--- config.mk ---
export PLATFORM = sky130hd
export DESIGN_NAME = port_scan_seq
export DESIGN_NICKNAME = d
export VERILOG_FILES = /design/src/rtl/psq_pkg.sv /design/src/rtl/psq_limit.sv /design/src/rtl/psq_dwell_cnt.sv /design/src/rtl/psq_port_ptr.sv /design/src/rtl/port_scan_seq.sv
export SDC_FILE = /design/constraint.sdc
export NUM_CORES = 1
export LEC_CHECK = 0
export ABC_CLOCK_PERIOD_IN_PS = 1900
export BUFFER_PORTS_ARGS = -buffer_cell sky130_fd_sc_hd__buf_2
export CAP_MARGIN = 5
export CORE_MARGIN = 2
export CORE_UTILIZATION = 45
export DETAILED_ROUTE_END_ITERATION = 10
export GPL_ROUTABILITY_DRIVEN = 0
export GPL_TIMING_DRIVEN = 0
export PLACE_DENSITY = 0.62
export SETUP_SLACK_MARGIN = 0.2
export SYNTH_ARGS = -nofsm -noshare
export SYNTH_HDL_FRONTEND = slang
export SYNTH_SLANG_ARGS = --single-unit
--- constraint.sdc ---
create_clock -name clk -period 1.9 [get_ports clk]
set_input_delay 0.285 -clock clk [delete_from_list [all_inputs] [get_ports clk]]
set_output_delay 0.285 -clock clk [all_outputs]
set_load 0.01 [all_outputs]
--- src/rtl/psq_pkg.sv ---
package psq_pkg;

    typedef enum logic [1:0] {
        SCAN_MANUAL = 2'd0,
        SCAN_DW_ONE = 2'd1,
        SCAN_DW_MID = 2'd2,
        SCAN_DW_CUS = 2'd3
    } scan_mode_e;

endpackage

--- src/rtl/psq_limit.sv ---
// Picks the terminal count (periods minus one) for the active dwell mode.
module psq_limit #(
    parameter int CNT_W     = 12,
    parameter int MID_DWELL = 16
) (
    input  logic [1:0]       mode,
    input  logic [CNT_W-1:0] cust,
    output logic [CNT_W-1:0] limit
);
    import psq_pkg::*;

    localparam logic [CNT_W-1:0] MID_LIMIT = CNT_W'(MID_DWELL - 1);

    always_comb begin
        case (scan_mode_e'(mode))
            SCAN_DW_ONE: limit = '0;
            SCAN_DW_MID: limit = MID_LIMIT;
            SCAN_DW_CUS: limit = cust;
            default:     limit = '0;
        endcase
    end

endmodule

--- src/rtl/psq_dwell_cnt.sv ---
// Counts bit ticks on the current port and flags expiry for one cycle.
module psq_dwell_cnt #(
    parameter int CNT_W = 12
) (
    input  logic             clk,
    input  logic             rst_n,
    input  logic             run,
    input  logic             restart,
    input  logic             tick,
    input  logic [CNT_W-1:0] limit,
    output logic             expire
);
    typedef struct packed {
        logic [CNT_W-1:0] cnt;
        logic             done;
    } cnt_state_t;

    cnt_state_t st_d, st_q;

    always_comb begin
        st_d      = st_q;
        st_d.done = 1'b0;
        if (!run || restart) begin
            st_d.cnt = '0;
        end else if (tick) begin
            if (st_q.cnt == limit) begin
                st_d.cnt  = '0;
                st_d.done = 1'b1;
            end else begin
                st_d.cnt = st_q.cnt + 1'b1;
            end
        end
    end

    always_ff @(posedge clk or negedge rst_n) begin
        if (!rst_n) st_q <= '0;
        else        st_q <= st_d;
    end

    assign expire = st_q.done;

endmodule

--- src/rtl/psq_port_ptr.sv ---
// Holds the port index; automatic advance outranks direct select, which outranks step.
module psq_port_ptr #(
    parameter int NUM_PORTS = 4,
    parameter int PW        = 2
) (
    input  logic          clk,
    input  logic          rst_n,
    input  logic          adv,
    input  logic          load,
    input  logic [PW-1:0] load_val,
    input  logic          step,
    output logic [PW-1:0] port
);
    localparam logic [PW-1:0] LAST = PW'(NUM_PORTS - 1);

    typedef struct packed {
        logic [PW-1:0] idx;
    } ptr_state_t;

    ptr_state_t st_d, st_q;
    logic [PW-1:0] next_idx;

    always_comb begin
        next_idx = (st_q.idx == LAST) ? '0 : st_q.idx + 1'b1;
        st_d     = st_q;
        if (adv)       st_d.idx = next_idx;
        else if (load) st_d.idx = load_val;
        else if (step) st_d.idx = next_idx;
    end

    always_ff @(posedge clk or negedge rst_n) begin
        if (!rst_n) st_q <= '0;
        else        st_q <= st_d;
    end

    assign port = st_q.idx;

endmodule

--- src/rtl/port_scan_seq.sv ---
module port_scan_seq #(
    parameter int NUM_PORTS = 4,
    parameter int CNT_W     = 12,
    parameter int MID_DWELL = 16,
    parameter int CUST_RST  = 81,
    localparam int PW       = (NUM_PORTS > 2) ? $clog2(NUM_PORTS) : 1
) (
    input  logic             clk,
    input  logic             rst_n,
    input  logic             scan_en,
    input  logic             bit_tick,
    input  logic [1:0]       scan_mode,
    input  logic             cust_we,
    input  logic [CNT_W-1:0] cust_dwell,
    input  logic             step,
    input  logic             sel_we,
    input  logic [PW-1:0]    sel_port,
    output logic [PW-1:0]    port_idx,
    output logic             dwell_done
);
    import psq_pkg::*;

    localparam logic [CNT_W-1:0] CUST_RST_ENC = CNT_W'(CUST_RST - 1);

    typedef struct packed {
        logic [1:0]       mode;
        logic [CNT_W-1:0] cust;
    } cfg_state_t;

    cfg_state_t cfg_d, cfg_q;
    logic             restart;
    logic             run;
    logic             manual_ok;
    logic [CNT_W-1:0] limit;
    logic             expire;

    always_comb begin
        cfg_d      = cfg_q;
        cfg_d.mode = scan_mode;
        if (cust_we) cfg_d.cust = cust_dwell;
        restart   = (scan_mode != cfg_q.mode) || cust_we;
        run       = scan_en && (scan_mode_e'(scan_mode) != SCAN_MANUAL);
        manual_ok = scan_en && (scan_mode_e'(scan_mode) == SCAN_MANUAL);
    end

    always_ff @(posedge clk or negedge rst_n) begin
        if (!rst_n) begin
            cfg_q.mode <= SCAN_MANUAL;
            cfg_q.cust <= CUST_RST_ENC;
        end else begin
            cfg_q <= cfg_d;
        end
    end

    psq_limit #(.CNT_W(CNT_W), .MID_DWELL(MID_DWELL)) u_limit (
        .mode  (scan_mode),
        .cust  (cfg_q.cust),
        .limit (limit)
    );

    psq_dwell_cnt #(.CNT_W(CNT_W)) u_cnt (
        .clk     (clk),
        .rst_n   (rst_n),
        .run     (run),
        .restart (restart),
        .tick    (bit_tick),
        .limit   (limit),
        .expire  (expire)
    );

    psq_port_ptr #(.NUM_PORTS(NUM_PORTS), .PW(PW)) u_ptr (
        .clk      (clk),
        .rst_n    (rst_n),
        .adv      (expire),
        .load     (manual_ok && sel_we),
        .load_val (sel_port),
        .step     (manual_ok && step),
        .port     (port_idx)
    );

    assign dwell_done = expire;

endmodule

# After elaboration in Yosys (flattened, before gate mapping)
# Index checks and enable logic that the tools add are counted.
op_classes:
  n_lt_le_gt_ge: 0
  multipliers: 0
  reduce_logical: 11
  n_div: 0
  add_sub_neg: 2
  n_shift: 0
  eq_ne: 5
  n_mux: 10
  n_bitwise: 0
ops:
  columns: ["op", "n"]
  rows:
  - ["$mux 12", 2]
  - ["$pmux 12 s2", 1]
  - ["$mux 13", 1]
  - ["$add 12x1->12 const B", 1]
  - ["$eq 12x12->1", 1]
  - ["$mux 2", 4]
  - ["$eq 2x2->1 const B", 3]
  - ["$logic_and 1x1->1", 4]
  - ["$reduce_bool 2->1", 2]
  - ["$reduce_bool 3->1", 1]
  - ["$add 2x1->2 const B", 1]
  - ["$logic_not 2->1", 1]
  - ["$logic_or 1x1->1", 2]
  - ["$mux 1", 2]
  - ["$ne 2x2->1", 1]
  - ["$logic_not 1->1", 1]
totals:
  register_bits: 29
  mem_bits_rw: 0
  romBits: 0
  elab_cells: 33
  out_inout_bits: 3
  latchBits: 0
  mem_count: 0

# Logic depth before layout (Yosys ltp)
# Gate-level depths: netlist (run 1).
logic_depth:
  depth_word: 6
  ltp_mapped: 9
  depth_no_buf: 7

# Modules after synthesis
# A second synthesis (run 1) with hierarchy kept.
unflattened:
  hier_cells: 179
  area_unflattened_um2: 1783.0
by_module_without_submodules:
  columns: ["mod", "n_inst", "area_per_inst_um2", "cells_each"]
  rows:
  - ["psq_dwell_cnt", 1, 944.7, 114]
  - ["port_scan_seq", 1, 583.1, 34]
  - ["psq_port_ptr", 1, 137.6, 13]
  - ["psq_limit", 1, 117.6, 18]

# Worst setup path before layout (run 1)
# Ideal clock, no wire load.
synth_path:
  path_type: "input port to flip-flop"
  start: "input scan_mode[0]"
  end: "register u_cnt.st_q[3] in the netlist's numbering"
  cell_stages: 7
  path_buffers: 1
  setup_slack_ns: 0.111
  arrival_ns: 1.652
  cell_sequence: "buf_4 or3b_1 a211oi_2 a311oi_1 a221o_2 o22ai_1 a21oi_1"
synth_between:
  elab_chain_len: 6
  elab_cells_between_ends: 14
  cone_classes: "eq/ne: 4; mux: 4; reduce/logical: 6"
synth_lines:
  columns: ["item", "line", "rtl"]
  rows:
  - ["start: declaration", "port_scan_seq.sv:12", "input logic [1:0] scan_mode,"]
  - ["$eq 2x2->1", "psq_limit.sv:15", "case (scan_mode_e'(mode))"]
  - ["$pmux 12 s2", "psq_limit.sv:15", null]
  - ["$eq 12x12->1", "psq_dwell_cnt.sv:26", "if (st_q.cnt == limit) begin"]
  - ["$mux 12", "psq_dwell_cnt.sv:26", null]
  - ["$mux 13", "psq_dwell_cnt.sv:25", "end else if (tick) begin"]
  - ["$mux 12", "psq_dwell_cnt.sv:23", "if (!run || restart) begin"]
  - ["end signal: assignment", "psq_dwell_cnt.sv:37", "else st_q <= st_d;"]
  - ["end: declaration", "psq_dwell_cnt.sv:18", "cnt_state_t st_d, st_q;"]
# Several ways; a longest one is shown, not always the timed one. The select of a mux whose other input is x is not followed.
# A chain may end at the register's enable or synchronous reset.

# Worst setup path in the final report (run 1)
layout_path:
  start: "register cfg_q[5] (netlist name)"
  end: "register u_cnt.st_q[12] in the netlist's numbering"
layout_between:
  elab_chain_len: 5
layout_lines:
  columns: ["item", "line"]
  rows:
  - ["$pmux 12 s2", "psq_limit.sv:15"]
  - ["$eq 12x12->1", "psq_dwell_cnt.sv:26"]
  - ["$mux 12", "psq_dwell_cnt.sv:26"]
  - ["$mux 13", "psq_dwell_cnt.sv:25"]
  - ["$mux 12", "psq_dwell_cnt.sv:23"]
# Every way passes these cells. The select of a mux whose other input is x is not followed.

==> results of run 1 <==
==> through the flow <==
step                      std cells  util [%]  hold slack, ns  cell area [sq um]
after floorplan                 203         -         -0.0106               1870
after global placement          276      51.6           0.360               2050
after detailed placement        276      51.6           0.367               2050
after CTS                       288      55.2          0.0514               2190
after global routing            291      56.5          0.0735               2240
final                           291      56.5          0.0186               2240
==> routing by layer <==
metal  vias to the layer above  global-route usage [%]  share of wire (%)
met5                         -                       0                  0
met3                         8                    3.45                4.3
met4                         0                    10.0                1.5
met1                       797                    29.3                 47
met2                        35                    32.4                 47
li1                        821                       -                  -
==> how the worst max path moves through the flow <==
stage	to	slack (ns)	depth (start not counted)
2_1_floorplan	u_cnt.st_q[3]	0.12	6
3_3_place_gp	u_cnt.st_q[10]	-0.22	8
3_5_place_dp	u_cnt.st_q[10]	-0.24	8
4_1_cts	u_cnt.st_q[6]	0.01	6
5_1_grt	u_cnt.st_q[11]	-0.07	6
6_report	u_cnt.st_q[12]	-0.004	6
==> cell usage in the layout (no fill, tap or decap), drive strengths merged, types with 3 or more instances in the layout <==
cell type   n
buf        35
dfrtp      27
nand2      22
clkbuf     18
mux2       11
o21ai      11
a21oi       9
nor2        9
nand2b      8
o22ai       8
xor2        7
nand3b      6
nor2b       5
nand3       5
nor3b       5
nor4        5
inv         4
nand4       4
and3        4
nor3        3
a211o       3
a221o       3
==> final cells by class <==
cell class,count,share of cell area (%)
sequential,29,32.7
tap,50,2.79
clock buffer,8,4.02
buffer,15,3.79
multi-input combinational,154,48.4
inverter,5,0.837
timing repair buffer,30,7.47
==> power by group through the flow <==
stage | Sequential (mW) | Combinational [mW] | Clock (mW)
after floorplan | 0.727 | 0.171 | 0
after global placement | 0.725 | 0.265 | 0
after detailed placement | 0.725 | 0.270 | 0
after CTS | 0.710 | 0.291 | 0.551
after global routing | 0.720 | 0.342 | 0.578
final | 0.710 | 0.305 | 0.540
==> worst reg2reg max path, stage by stage, from the launching register on <==
cell and delay, ns:
dfrtp_1 0.37, or3b_1 0.39, a211oi_2 0.21, a311oi_2 0.10
a221o_2 0.43, o22ai_1 0.19, o31ai_1 0.09
==> cells by family after synthesis <==
logic type      Yosys count
fa+ha+maj                 2
compound gates           49
flops                    29
mux                      12
xor+xnor                  7
buf+inv                  20
simple gates             84
==> sequential cells by signal, indices dropped and copies added, names as in the netlist <==
signal        cells
u_cnt.expire      1
u_ptr.port        2
cfg_q            14
u_cnt.st_q       12
==> what timing repair did <==
item | in CTS | in global routing
buffers inserted | 4 | 3
gates resized for setup | 10 | 12
setup endpoints to repair | 13 | 13
pin swaps | 9 | 9
hold endpoints to repair | 0 | 0
==> run_results.csv, run 1 <==
group,metric,value,unit
logic_synthesis,synthTopCellsByArea,"dfrtp_1 36%, mux2_2 6.7%, nand2_1 4.5%",
timing,fin_skew,0.0113,ns
grt,grt_pass1_vias,1548,
detailed_routing,routed_wl,4.33,mm
logic_synthesis,synth_most_common_cell,"dfrtp_1",
layout,fillCellCount,387,
layout,drive_above_1_share,31.1,%
timing,setup_viol,1,
critical_path,critPathRequiredTime,2.06,ns
power_and_ir_drop,p_int,1.11,mW
clock_tree,cts.clk_slew.worst_paths,0.07,ns
logic_synthesis,synth_top_family_by_area,"simple AND/OR/NAND/NOR gates",
critical_path,slowest_stage,"a221o_2",
logic_synthesis,yosys.area.top_type_share,36.5,%
critical_path,path_class,"flip-flop to flip-flop",
clock_tree,insertion_delay,0.29,ns
timing,setup_ws,-0.00440,ns
clock_tree,tritoncts,"built",
die,die_h,68.2,um
critical_path,reg2reg_to,"u_cnt.st_q[12]",
critical_path,crit_family,"compound AO/OA/AOI/OAI gates",
die,die_x,68.2,um
layout,area_delta_synth_final,21.1,%
detailed_routing,drt_iter0_markers,87,
timing,tns,-0.00440,ns
status,violations,"setup timing",
place,post-place-ws,-0.239,ns
power_and_ir_drop,seq_power_share,45.7,%
timing,finalMaxSlewViolations,0,
timing,rsz0062_at_grt,"true",
detailed_routing,vias,1661,
timing,hold_viol_final,0,
detailed_routing,drtPass1Iterations,4,
grt,antenna_found_initial,0,
power_and_ir_drop,leakage,0.959,nW
critical_path,rr_worst_depth,6,
layout,fin_nets,265,
logic_synthesis,synth_cell_types,49,
timing,slew_headroom,56.1,%
critical_path,r2r-start,"cfg_q[5]",
logic_synthesis,synthCells,203,
clock_tree,cts.sinks,29,
logic_synthesis,synth-compound-area-share,18.8,%
power_and_ir_drop,p_sw_share,28.3,%
detailed_routing,routedWlPerCell,14.9,um
detailed_routing,final_antenna_net_count,0,
layout,seq_area,733,sq um
logic_synthesis,synth.area.mux_share,7.22,%
die,die_area,4650,sq um
timing,fmax,525,MHz
clock_tree,root_buffer,"clkbuf_8",
power_and_ir_drop,p_per_area,693,nW/um^2
logic_synthesis,yosys.area_share.simple,25.4,%
hold_path,hp-class,"input port to async pin",
layout,diodes,0,
logic_synthesis,synthXorXnorAreaFrac,3.31,%
run,max-cap-violations,0,
critical_path,crit_fanout,8,
power_and_ir_drop,p_sw,0.440,mW
critical_path,reg2reg_slack,-0.004,ns
place,hpwl,2.94,mm
timing,min_period,1.90,ns
timing,fin_crit_sh,100,%
timing,tightest_slew,0.659,ns
logic_synthesis,synth-adder-area-share,1.35,%
grt,grt_pass1_wl,7.14,mm
grt,grtUsageTotal,21.2,%
die,core,3970,sq um
logic_synthesis,ys_warn_count,0,
critical_path,worstPathCellList,"or3b_1 > a211oi_2 > a311oi_2 > a221o_2 > o22ai_1 > o31ai_1",
logic_synthesis,synthArstFlopShare,100,%
critical_path,worstSetupStartpoint,"cfg_q[5]",
grt,overflow,0,
power_and_ir_drop,pwr-share-clk,34.7,%
layout,multiInputGateArea,1090,sq um
detailed_routing,viasPerCell,5.71,
critical_path,crit_buf_inv,0,
clock_tree,clockBufferDepth,2,
logic_synthesis,postSynthAreaPerCell,9.13,sq um
die,io_pins,26,
clock_tree,cts_max_level,2,
logic_synthesis,synth_edf_count,0,
die,rows,23,
place,io_buffers,23,
critical_path,start_kind,"flip-flop",
clock_tree,numCtsBuffers,5,
logic_synthesis,synth_seq_cells,29,
status,run_status,"finished, violations left",
logic_synthesis,synth_ff_type,"dfrtp_1",
critical_path,critPathCaptureType,"flip-flop",
power_and_ir_drop,ir_drop,0.000370,V
grt,grt_start_max_net_pins,30,
logic_synthesis,yosys-top-cells-count,"27 x dfrtp_1, 22 x nand2_1, 11 x mux2_2, 10 x o21ai_0",
power_and_ir_drop,pwr-share-comb,19.6,%
logic_synthesis,ys_seq_area_share,39.3,%
logic_synthesis,synthesis.nets,228,
die,start_util,46.7,%
detailed_routing,drc_errors,0,
critical_path,cp.arrival,2.06,ns
critical_path,slowest_delay,0.43,ns
logic_synthesis,yosysTopAreaCell,"dfrtp_1",
clock_tree,cts-hold-fix-buffers,0,
power_and_ir_drop,report.power.total,1.55,mW
logic_synthesis,syn_area,1850,sq um
Note: power is estimated with default switching activity, not from simulation.
==> run 2, diff against run 1 <==
- CAP_MARGIN: 5 -> 20
- MAX_ROUTING_LAYER: unset -> met4
- REMOVE_ABC_BUFFERS: unset -> 1
==> run_results.csv, run 2 (synthesized netlist as in run 1, its figures left out) <==
group,metric,value,unit
layout,final_common_cell,"buf_2",
detailed_routing,final_antenna_net_count,0,
clock_tree,cts_max_level,2,
timing,hold_slack,0.0271,ns
clock_tree,root_buffer,"clkbuf_8",
power_and_ir_drop,report.power.total,1.52,mW
grt,grt_pass1_wl,7.37,mm
critical_path,start_kind,"flip-flop",
power_and_ir_drop,p_sw_share,27.6,%
timing,fin_crit_sh,100,%
detailed_routing,vias,1672,
timing,finalMaxSlewViolations,0,
timing,hold_viol_final,0,
timing,fmax,526,MHz
power_and_ir_drop,seq_power_share,47.1,%
power_and_ir_drop,leakage,0.907,nW
detailed_routing,drt_iter0_markers,72,
grt,grtUsageTotal,22.2,%
die,rows,23,
clock_tree,cts-hold-fix-buffers,0,
critical_path,path_class,"flip-flop to flip-flop",
timing,setup_viol,2,
layout,fillCellCount,362,
power_and_ir_drop,pwr-share-comb,18.7,%
grt,overflow,0,
grt,grt_pass1_vias,1630,
place,placed_area,1970,sq um
layout,diodes,0,
layout,largest_reg_flops,14,
detailed_routing,drc_errors,0,
critical_path,cp.arrival,2.04,ns
layout,layout_common_cells,"25 x buf_2, 23 x dfrtp_1, 22 x nand2_1",
power_and_ir_drop,ir_drop,0.000472,V
status,violations,"setup timing",
clock_tree,clockBufferDepth,2,
clock_tree,cts.clk_slew.worst_paths,0.06,ns
grt,grt_start_max_net_pins,30,
place,io_buffers,25,
power_and_ir_drop,p_sw,0.418,mW
layout,fin_nets,254,
critical_path,crit_fanout,8,
die,die_area,4650,sq um
critical_path,critPathRequiredTime,2.04,ns
detailed_routing,drtPass1Iterations,4,
timing,setup_ws,-0.000943,ns
die,io_pins,26,
clock_tree,insertion_delay,0.28,ns
die,start_util,46.7,%
critical_path,critPathCaptureType,"flip-flop",
layout,area_delta_synth_final,17.5,%
grt,antenna_found_initial,0,
power_and_ir_drop,p_int,1.10,mW
timing,rsz0062_at_grt,"true",
die,core,3970,sq um
detailed_routing,viasPerCell,5.97,
power_and_ir_drop,pwr-share-clk,34.2,%
run,max-cap-violations,0,
status,run_status,"finished, violations left",
timing,min_period,1.90,ns
layout,final_cells,280,
place,place_inst,263,
die,die_x,68.2,um
layout,final_area,2180,sq um
detailed_routing,routed_wl,4.49,mm
clock_tree,numCtsBuffers,5,
timing,tightest_slew,0.656,ns
clock_tree,tritoncts,"built",
timing,fin_skew,0.00392,ns
detailed_routing,routedWlPerCell,16.0,um
die,die_h,68.2,um
layout,largest-register,"cfg_q",
critical_path,rr_worst_depth,6,
layout,drive_above_1_share,30.4,%
power_and_ir_drop,p_per_area,696,nW/um^2
place,hpwl,2.94,mm
timing,slew_headroom,56.3,%
clock_tree,cts.sinks,29,
hold_path,hp-class,"input port to async pin",
-- run 2: cell types whose count changed in the layout (fill, tap and decap cells not counted), sizes merged --
cell | before | now
clkbuf | 18 | 8
buf | 35 | 33
nand3b | 6 | 7
-- run 2: critical path, cell delays in order, from the launching register on --
cell and delay, ns:
dfrtp_1 0.37, or3b_1 0.39, a211oi_2 0.20, a311oi_2 0.08, a221o_2 0.44, o22ai_1 0.18
o21ai_1 0.09
-- run 2: layer usage --
layer / vias to the layer above / global-route usage, % / wire [um]
met4: 0 / 11.0 / 94
met2: 36 / 39.1 / 2380
li1: 794 / - / -
met1: 832 / 22.9 / 1800
met5: - / - / 0
met3: 10 / 5.76 / 218
-- run 2: path summary, 6_finish.rpt --
| kind | start | end | slack (ns) |
|---|---|---|---|
| setup reg to reg | cfg_q[5] | u_cnt.st_q[11] | -0.0009 |
| min in group clk | cust_dwell[1] | cfg_q[1] | 0.22 |
| hold / removal | rst_n | cfg_q[5] | 0.03 |
| setup / recovery | cfg_q[5] | u_cnt.st_q[11] | -0.0009 |
| hold reg to reg | u_ptr.port[1] | u_ptr.port[1] | 0.54 |
| max in group asynchronous | rst_n | u_cnt.st_q[2] | 1.40 |
-- run 2: power by group through the flow --
stage,Clock (mW),Combinational [mW],Sequential [mW]
3_3_place_gp,0,0.247,0.720
5_1_grt,0.567,0.316,0.720
4_1_cts,0.532,0.277,0.716
2_1_floorplan,0,0.145,0.727
3_5_place_dp,0,0.260,0.728
6_report,0.519,0.283,0.714
-- run 2: cell type report --
cell class / instances / area (sq um) / share of cell area, %
Timing Repair Buffer: 33 / 185 / 8.51
Sequential cell: 29 / 733 / 33.7
Multi-Input combinational cell: 155 / 1090 / 49.9
Inverter: 5 / 18.8 / 0.862
Tap cell: 50 / 62.6 / 2.87
Clock buffer: 8 / 90.1 / 4.14
-- run 2: through the flow --
step | utilization (%) | setup slack, ns | TNS, ns
floorplan | - | 0.102 | 0
global placement | 49.7 | -0.315 | -3.17
detailed placement | 49.7 | -0.361 | -3.90
CTS | 53.5 | -0.0188 | -0.0238
global route | 54.8 | -0.0712 | -0.466
finish | 54.8 | -0.000943 | -0.00175
-- run 2: what timing repair did --
action	4_1_cts	5_1_grt
gates resized for setup	8	7
setup buffers	4	4
setup endpoints to repair	13	13
pin swaps	11	4
cloned	1	0
